==> src/rtl/soft_irq_pkg.sv <==
package soft_irq_pkg;

    typedef enum logic [1:0] {
        SW_NONE  = 2'd0,
        SW_SET   = 2'd1,
        SW_CLEAR = 2'd2,
        SW_WRITE = 2'd3
    } sw_op_e;

    typedef enum logic [1:0] {
        ARB_IDLE    = 2'd0,
        ARB_CLAIMED = 2'd1,
        ARB_FOREIGN = 2'd2
    } arb_state_e;

endpackage

==> src/rtl/softint_reg.sv <==
module softint_reg
    import soft_irq_pkg::*;
#(
    parameter int REG_W    = 32,
    parameter int SRC_W    = 64,
    parameter int NUM_TICK = 3
) (
    input  logic                clk,
    input  logic                rst_n,
    input  logic [1:0]          op,
    input  logic [SRC_W-1:0]    src_a,
    input  logic [SRC_W-1:0]    src_b,
    input  logic                supervisor,
    input  logic [NUM_TICK-1:0] tick_match,
    output logic [REG_W-1:0]    sreg_q,
    output logic                illegal_q
);

    sw_op_e          op_e;
    logic [REG_W-1:0] operand;
    logic [REG_W-1:0] sreg_d;
    logic             illegal_d;

    assign op_e    = sw_op_e'(op);
    assign operand = REG_W'(src_a ^ src_b);

    always_comb begin
        sreg_d    = sreg_q;
        illegal_d = 1'b0;
        if (op_e != SW_NONE && !supervisor) begin
            illegal_d = 1'b1;
        end else begin
            unique case (op_e)
                SW_NONE:  sreg_d = sreg_q;
                SW_SET:   sreg_d = sreg_q | operand;
                SW_CLEAR: sreg_d = sreg_q & ~operand;
                SW_WRITE: sreg_d = operand;
                default:  sreg_d = sreg_q;
            endcase
        end
        if (|tick_match) begin
            sreg_d[0] = 1'b1;
        end
    end

    always_ff @(posedge clk) begin
        if (!rst_n) begin
            sreg_q    <= '0;
            illegal_q <= 1'b0;
        end else begin
            sreg_q    <= sreg_d;
            illegal_q <= illegal_d;
        end
    end


    priv_hold_chk: assert property (@(posedge clk) disable iff (!rst_n)
        (op != 2'd0 && !supervisor && tick_match == '0) |=> $stable(sreg_q));


    timer_set_chk: assert property (@(posedge clk) disable iff (!rst_n)
        (|tick_match) |=> sreg_q[0]);

endmodule

==> src/rtl/level_lines.sv <==
module level_lines #(
    parameter int NUM_LVL = 16
) (
    input  logic               clk,
    input  logic               rst_n,
    input  logic [NUM_LVL-1:0] ext_level,
    output logic [NUM_LVL-1:0] pil_q,
    output logic               wake_q
);

    always_ff @(posedge clk) begin
        if (!rst_n) begin
            pil_q  <= '0;
            wake_q <= 1'b0;
        end else begin
            pil_q  <= ext_level;
            wake_q <= |(ext_level & ~pil_q);
        end
    end


    wake_rise_chk: assert property (@(posedge clk) disable iff (!rst_n)
        wake_q |-> ((pil_q & ~$past(pil_q)) != '0));

endmodule

==> src/rtl/irq_arbiter.sv <==
module irq_arbiter
    import soft_irq_pkg::*;
#(
    parameter int NUM_LVL   = 16,
    parameter int REG_W     = 32,
    parameter int TT_W      = 9,
    parameter int EXT_TT    = 64,
    parameter int TIMER_LVL = 14
) (
    input  logic               clk,
    input  logic               rst_n,
    input  logic [NUM_LVL-1:0] pil_q,
    input  logic [REG_W-1:0]   sreg_q,
    input  logic               other_post,
    input  logic [TT_W-1:0]    other_idx,
    input  logic               post_clear,
    output logic [TT_W-1:0]    trap_idx,
    output logic               irq_assert,
    output logic               irq_deassert
);

    localparam int LW = $clog2(NUM_LVL);
    localparam logic [TT_W-1:0] EXT_V = TT_W'(EXT_TT);

    logic [REG_W-1:0] pend;
    logic             any_pend;
    logic             found;
    logic [LW-1:0]    win;

    arb_state_e       state_q, state_d;
    logic [LW-1:0]    lvl_q, lvl_d;
    logic [TT_W-1:0]  foreign_q, foreign_d;
    logic             as_d, de_d;

    assign pend = REG_W'(pil_q)
                | (sreg_q & ~REG_W'(1))
                | (REG_W'(sreg_q[0]) << TIMER_LVL);
    assign any_pend = |pend;

    always_comb begin
        found = 1'b0;
        win   = '0;
        for (int i = 1; i < NUM_LVL; i++) begin
            if (pend[i]) begin
                found = 1'b1;
                win   = LW'(i);
            end
        end
    end

    always_comb begin
        state_d   = state_q;
        lvl_d     = lvl_q;
        foreign_d = foreign_q;
        as_d      = 1'b0;
        de_d      = 1'b0;
        if (post_clear) begin
            state_d = ARB_IDLE;
        end else if (other_post) begin
            state_d   = ARB_FOREIGN;
            foreign_d = other_idx;
        end else begin
            unique case (state_q)
                ARB_IDLE: begin
                    if (any_pend && found) begin
                        state_d = ARB_CLAIMED;
                        lvl_d   = win;
                        as_d    = 1'b1;
                    end
                end
                ARB_CLAIMED: begin
                    if (any_pend && found) begin
                        if (win != lvl_q) begin
                            lvl_d = win;
                            as_d  = 1'b1;
                        end
                    end else if (!any_pend) begin
                        state_d = ARB_IDLE;
                        de_d    = 1'b1;
                    end
                end
                ARB_FOREIGN: state_d = ARB_FOREIGN;
                default:     state_d = ARB_IDLE;
            endcase
        end
    end

    always_ff @(posedge clk) begin
        if (!rst_n) begin
            state_q      <= ARB_IDLE;
            lvl_q        <= '0;
            foreign_q    <= '0;
            irq_assert   <= 1'b0;
            irq_deassert <= 1'b0;
        end else begin
            state_q      <= state_d;
            lvl_q        <= lvl_d;
            foreign_q    <= foreign_d;
            irq_assert   <= as_d;
            irq_deassert <= de_d;
        end
    end

    always_comb begin
        unique case (state_q)
            ARB_IDLE:    trap_idx = '0;
            ARB_CLAIMED: trap_idx = EXT_V | TT_W'(lvl_q);
            ARB_FOREIGN: trap_idx = foreign_q;
            default:     trap_idx = '0;
        endcase
    end


    foreign_hold_chk: assert property (@(posedge clk) disable iff (!rst_n)
        (state_q == ARB_FOREIGN && !post_clear && !other_post) |=> $stable(trap_idx));


    claim_class_chk: assert property (@(posedge clk) disable iff (!rst_n)
        irq_assert |-> (trap_idx[TT_W-1:LW] == EXT_V[TT_W-1:LW] && trap_idx[LW-1:0] != '0));


    release_zero_chk: assert property (@(posedge clk) disable iff (!rst_n)
        irq_deassert |-> (trap_idx == '0));


    pulse_excl_chk: assert property (@(posedge clk) disable iff (!rst_n)
        !(irq_assert && irq_deassert));

endmodule

==> src/rtl/soft_irq_ctrl.sv <==
module soft_irq_ctrl #(
    parameter int REG_W     = 32,
    parameter int SRC_W     = 64,
    parameter int NUM_TICK  = 3,
    parameter int NUM_LVL   = 16,
    parameter int TT_W      = 9,
    parameter int EXT_TT    = 64,
    parameter int TIMER_LVL = 14
) (
    input  logic                clk,
    input  logic                rst_n,
    input  logic [1:0]          sw_op,
    input  logic [SRC_W-1:0]    sw_src_a,
    input  logic [SRC_W-1:0]    sw_src_b,
    input  logic                sw_supervisor,
    input  logic [NUM_TICK-1:0] tick_match,
    input  logic [NUM_LVL-1:0]  ext_level,
    input  logic                other_post,
    input  logic [TT_W-1:0]     other_idx,
    input  logic                post_clear,
    output logic [SRC_W-1:0]    rd_data,
    output logic                sw_illegal,
    output logic [TT_W-1:0]     trap_idx,
    output logic                irq_assert,
    output logic                irq_deassert,
    output logic                wake
);

    localparam int EXT_BITS = SRC_W - REG_W;

    logic [REG_W-1:0]   sreg;
    logic [NUM_LVL-1:0] pil;

    softint_reg #(
        .REG_W    (REG_W),
        .SRC_W    (SRC_W),
        .NUM_TICK (NUM_TICK)
    ) u_reg (
        .clk        (clk),
        .rst_n      (rst_n),
        .op         (sw_op),
        .src_a      (sw_src_a),
        .src_b      (sw_src_b),
        .supervisor (sw_supervisor),
        .tick_match (tick_match),
        .sreg_q     (sreg),
        .illegal_q  (sw_illegal)
    );

    level_lines #(
        .NUM_LVL (NUM_LVL)
    ) u_lines (
        .clk       (clk),
        .rst_n     (rst_n),
        .ext_level (ext_level),
        .pil_q     (pil),
        .wake_q    (wake)
    );

    irq_arbiter #(
        .NUM_LVL   (NUM_LVL),
        .REG_W     (REG_W),
        .TT_W      (TT_W),
        .EXT_TT    (EXT_TT),
        .TIMER_LVL (TIMER_LVL)
    ) u_arb (
        .clk          (clk),
        .rst_n        (rst_n),
        .pil_q        (pil),
        .sreg_q       (sreg),
        .other_post   (other_post),
        .other_idx    (other_idx),
        .post_clear   (post_clear),
        .trap_idx     (trap_idx),
        .irq_assert   (irq_assert),
        .irq_deassert (irq_deassert)
    );

    assign rd_data = {{EXT_BITS{sreg[REG_W-1]}}, sreg};

endmodule

==> config.mk <==
export PLATFORM = sky130hd
export DESIGN_NAME = soft_irq_ctrl
export DESIGN_NICKNAME = d
export VERILOG_FILES = /design/src/rtl/soft_irq_pkg.sv /design/src/rtl/softint_reg.sv /design/src/rtl/level_lines.sv /design/src/rtl/irq_arbiter.sv /design/src/rtl/soft_irq_ctrl.sv
export SDC_FILE = /design/constraint.sdc
export NUM_CORES = 1
export LEC_CHECK = 0
export ABC_AREA = 1
export BUFFER_PORTS_ARGS = -buffer_cell sky130_fd_sc_hd__buf_2
export CORE_MARGIN = 4
export CORE_UTILIZATION = 47
export DETAILED_ROUTE_END_ITERATION = 6
export GPL_ROUTABILITY_DRIVEN = 1
export PLACE_DENSITY = 0.87
export SYNTH_ARGS = -nofsm -noshare
export SYNTH_HDL_FRONTEND = slang
export SYNTH_SLANG_ARGS = --single-unit
==> constraint.sdc <==
create_clock -name clk -period 4.4 [get_ports clk]
set_clock_uncertainty 0.2 [all_clocks]
set_input_delay 0.66 -clock clk [delete_from_list [all_inputs] [get_ports clk]]
set_output_delay 0.66 -clock clk [all_outputs]
set_load 0.02 [all_outputs]
**After elaboration in Yosys (flattened, before gate mapping)**

Index checks and enable logic that the tools add are counted.

- Bits in registers: 67
- Input bits: 163

- Bitwise gates (word level): 14
- Reductions and logical operators: 19
- Muxes and demuxes: 49
- Eq/ne operators: 16

Operators by type and width:

| operator | number |
|---|---|
| $pmux W32 S3 | 1 |
| $mux W4 | 17 |
| $and A32 B32 Y32 | 1 |
| $not A32 Y32 | 1 |
| $or A16 B32 Y32 | 1 |
| $or A32 B15 Y32 | 1 |
| $or A32 B32 Y32 | 1 |
| $reduce_or A32 Y1 | 1 |
| $xor A32 B32 Y32 | 1 |
| $mux W1 | 23 |
| $pmux W9 S2 | 1 |
| $and A16 B16 Y16 | 1 |
| $not A16 Y16 | 1 |
| $reduce_or A16 Y1 | 1 |
| $mux W2 | 4 |
| $ne A2 B1 Y1 const B | 4 |
| $pmux W4 S2 | 1 |
| $eq A2 B2 Y1 const B | 3 |
| $ne A2 B2 Y1 const B | 3 |
| $ne A3 B3 Y1 const B | 2 |
| $not A1 Y1 | 6 |
| $pmux W2 S3 | 1 |
| $reduce_and A2 Y1 | 3 |
| $reduce_and A3 Y1 | 2 |
| 12 further kinds | 17 |

**Longest topological paths before layout**

- Word-level depth: 21
- Mapped depth: 21

**By module**

Synthesis repeated with hierarchy kept, for this count alone.

- Cells, all modules: 733
- Area total of the unflattened synthesis: 4341.7 sq um

By module, submodules not included:

| module | seq. area each (sq um) | instances | cells an instance | area an instance (sq um) |
|---|---|---|---|---|
| softint_reg | 660.6 | 1 | 411 | 2224.6 |
| irq_arbiter | 340.3 | 1 | 191 | 1216.2 |
| level_lines | 340.3 | 1 | 99 | 660.6 |
| soft_irq_ctrl | 0.0 | 1 | 32 | 240.2 |

**Worst setup path after synthesis**

No wires, ideal clock.

- Path kind: in2reg
- From: in sw_op[0]
- To: reg u_reg.sreg_q[1]
- Data arrival time: 1.820 ns
- Slack: 2.310 ns
- Path buffers: 3
- Stages: 6
- Path through: clkbuf_1 -> o21ai_1 -> clkbuf_1 -> buf_1 -> nand2_1 -> a21oi_1

- Longest elaborated chain between the ends: 4
- Elaborated cells on any way between the ends: 10

RTL lines:

| element | RTL line | RTL |
|---|---|---|
| start, declared | soft_irq_ctrl.sv:12 | `input logic [1:0] sw_op,` |
| parallel branches: the longest is 4 deep, another holds $pmux W32 S3 | -- |  |
| end signal, assigned | softint_reg.sv:51 | `sreg_q <= sreg_d;` |
| end, declared | softint_reg.sv:15 | `output logic [REG_W-1:0] sreg_q,` |

Parallel ways; which one is timed is not known.
A chain may end at the register's enable or synchronous reset.

**Worst setup path in the final report**

- From: in sw_op[0]
- To: reg u_reg.sreg_q[21]

The elaborated chain is that of the path after synthesis.

==> flow_summary.yaml <==
outcome:
  status: "completed"
setup_path:
  crit_required_ps: 4400
  cp-start-kind: "primary input"
  r2r_end: "u_arb.state_q[1]"
  worstRegToRegCells: 9
  critical_path_class: "primary input to register"
  cp-end-kind: "register"
  max_stage_delay_ps: 610
  reg2reg_from: "u_reg.sreg_q[0]"
  reg2reg_slack_ps: 2280
  cp_cell_sequence: "buf_2 > nand2_1 > inv_1 > o21ai_0 > o311ai_0 > a21oi_1"
  slowest_stage: "nand2_1"
  crit_fanout: 35
  arrival_ps: 2760
logic_synthesis:
  synth-seq-area-share: 0.344
  yosys.area.top_type_share: 0.344
  synth_common_cells: "117 x nand2_1, 68 x inv_1, 67 x dfxtp_1"
  synthFlopType: "dfxtp_1"
  ys_ff_latch: 67
  syn_avg_cell_area_um2: 7.08
  synth_area_leaders: "dfxtp_1 34%, nand2_1 11%, a21oi_1 7.4%"
  synthArstFlopShare: 0
  syn_inst: 551
  synth_top_cell_by_area: "dfxtp_1"
  synth_warnings: 0
  syn_area_um2: 3900
  synth_most_common_cell: "nand2_1"
  syn-num-nets: 717
  synth_edf_count: 0
  yosysUniqueCellTypes: 41
clock_network:
  h-tree-depth: 3
  cts_hold_buf: 0
  root_buffer: "clkbuf_8"
  clkTransAtPathRegs_ps: 60
  cts_resized: 0
  insertion_delay_ps: 330
  cts_made_buffers: 9
  cts_tree: "yes"
  clkSinkCount: 67
  postCtsSetupBuffers: 0
  cts_buffer_depth: 2
sta:
  min_period_ps: 2760
  fin_ws_ps: 1640
  rsz0062_at_grt: "false"
  hold_violations: 0
  period_share: 0.627
  max_clock_freq_mhz: 363
  fin_setup_tns_ps: 0
  tightestPinTransition_ps: 999
  finalSetupViolCount: 0
  relSlewSlack: 0.333
  maxSlewViolCount: 0
min_path:
  whs_path_depth: 2
  hold_start: "u_reg.sreg_q[29]"
  hold_end: "u_reg.sreg_q[29]"
  hold_path.class: "register to register"
power:
  power_density_nw_per_um2: 326
  vdd_ir_drop_max_v: 0.000170
  p_leak_uw: 0.00241
die:
  dieArea_um2: 9820
  io_pins: 240
  core_area_um2: 7890
  die_h_um: 99.1
  placementRows: 32
  dieWidth_um: 99.1
  initial_utilization: 0.494
placed_design:
  gp_congestion: 0.831
  place_hpwl_um: 8200
  placed_area_um2: 4600
  io_buffers: 175
  pre_cts_ws_ps: 1340
drt:
  wl_met1_um: 4340
  wl_um: 10800
  wl_per_cell_um: 13.7
  firstDrtPassIters: 5
  num_vias: 4107
  via_per_inst: 5.20
  initialDrtViolationCount: 204
  wl_met2_um: 5270
  drtAntennaViolNets: 0
  met3_length_um: 933
  drc_errors: 0
  top_layer_used: "met4"
layout:
  drive_above_1_share: 0.306
  area_growth_pct: 22.7
  final_area_um2: 4780
  final_nets: 850
grt:
  overflow: 0
  grt_pass1_wl_um: 17500
  grt_pass1_vias: 3819
  grtUsageTotal: 0.218
  antenna_found_initial: 1
  grt_max_degree: 36
job:
  maxCapViolations: 0
## cell families (layout without fill, tap and decap cells)
logic type | count (synthesis) | count (layout) | synth area share
other | 0 | 1 | 0
adders and majority gates | 3 | 3 | 0.00963
buffers and inverters | 130 | 266 | 0.157
xor gates and xnor gates | 34 | 34 | 0.0764
DFF | 67 | 67 | 0.344
and+or+nand+nor | 186 | 186 | 0.208
AOI/OAI and AO/OA | 131 | 131 | 0.205
## area by class of cell
cell class | count | area [µm²]
repair buffers | 177 | 891
inverters | 75 | 282
multi-input cells | 354 | 1960
flip-flops and latches | 67 | 1340
fillers | 747 | 3100
clock inverters | 3 | 40.0
clock buffers | 11 | 141
diodes | 1 | 2.50
well taps | 102 | 128
## cell usage in the layout, fill, tap and decap left out, types with 12 or more instances in the layout
cell type	n
dfxtp_1	67
nor2_1	38
inv_1	68
buf_2	175
a21oi_1	58
xnor2_1	32
o311ai_0	12
o21ai_0	26
nand2_1	117
o31ai_1	16
## power by group
| group | total (µW) | switching, µW | internal (µW) |
|---|---|---|---|
| clock network | 487 | 218 | 269 |
| registers | 682 | 35.2 | 647 |
| logic | 391 | 242 | 149 |
| total | 1560 | 496 | 1070 |
## per-stage QoR
step	instances	hold slack (ps)	total power (µW)	utilization
final	790	285	1560	0.606
after global routing	790	298	1650	0.606
after CTS	789	285	1570	0.606
after detailed placement	775	274	1090	0.583
after global placement	775	267	1070	0.583
after floorplan	551	269	970	-
## critical path, delay by kind of cell
family	cells	cell delay [ps]
buffers and inverters	2	1100
and+or+nand+nor	1	610
AOI/OAI and AO/OA	3	370
## per-layer routing
metal  track usage  vias to the layer above
li1              -                     2031
met5             0                        -
met1         0.254                     1874
met4        0.0935                        0
met2         0.374                      182
met3        0.0559                       20
## flip-flops by register name, summed over array words and instances (netlist names)
signal              flops
u_reg.illegal_q         1
u_lines.wake_q          1
u_arb.irq_assert        1
u_arb.state_q           2
u_arb.foreign_q         9
u_arb.lvl_q             4
u_reg.sreg_q           32
u_lines.pil_q          16
u_arb.irq_deassert      1
## worst max-delay path by stage
stage / from / endpoint / slack, ps / cells after the start
floorplan: sw_op[0] / u_reg.sreg_q[1] / 2310 / 6
global placement: sw_op[0] / u_reg.sreg_q[29] / 1430 / 6
detailed placement: sw_op[0] / u_reg.sreg_q[21] / 1340 / 6
CTS: sw_op[0] / u_reg.sreg_q[21] / 1680 / 6
global route: sw_op[0] / u_reg.sreg_q[21] / 1390 / 6
finish: sw_op[0] / u_reg.sreg_q[21] / 1640 / 6
(Power assumes the default switching activity.)
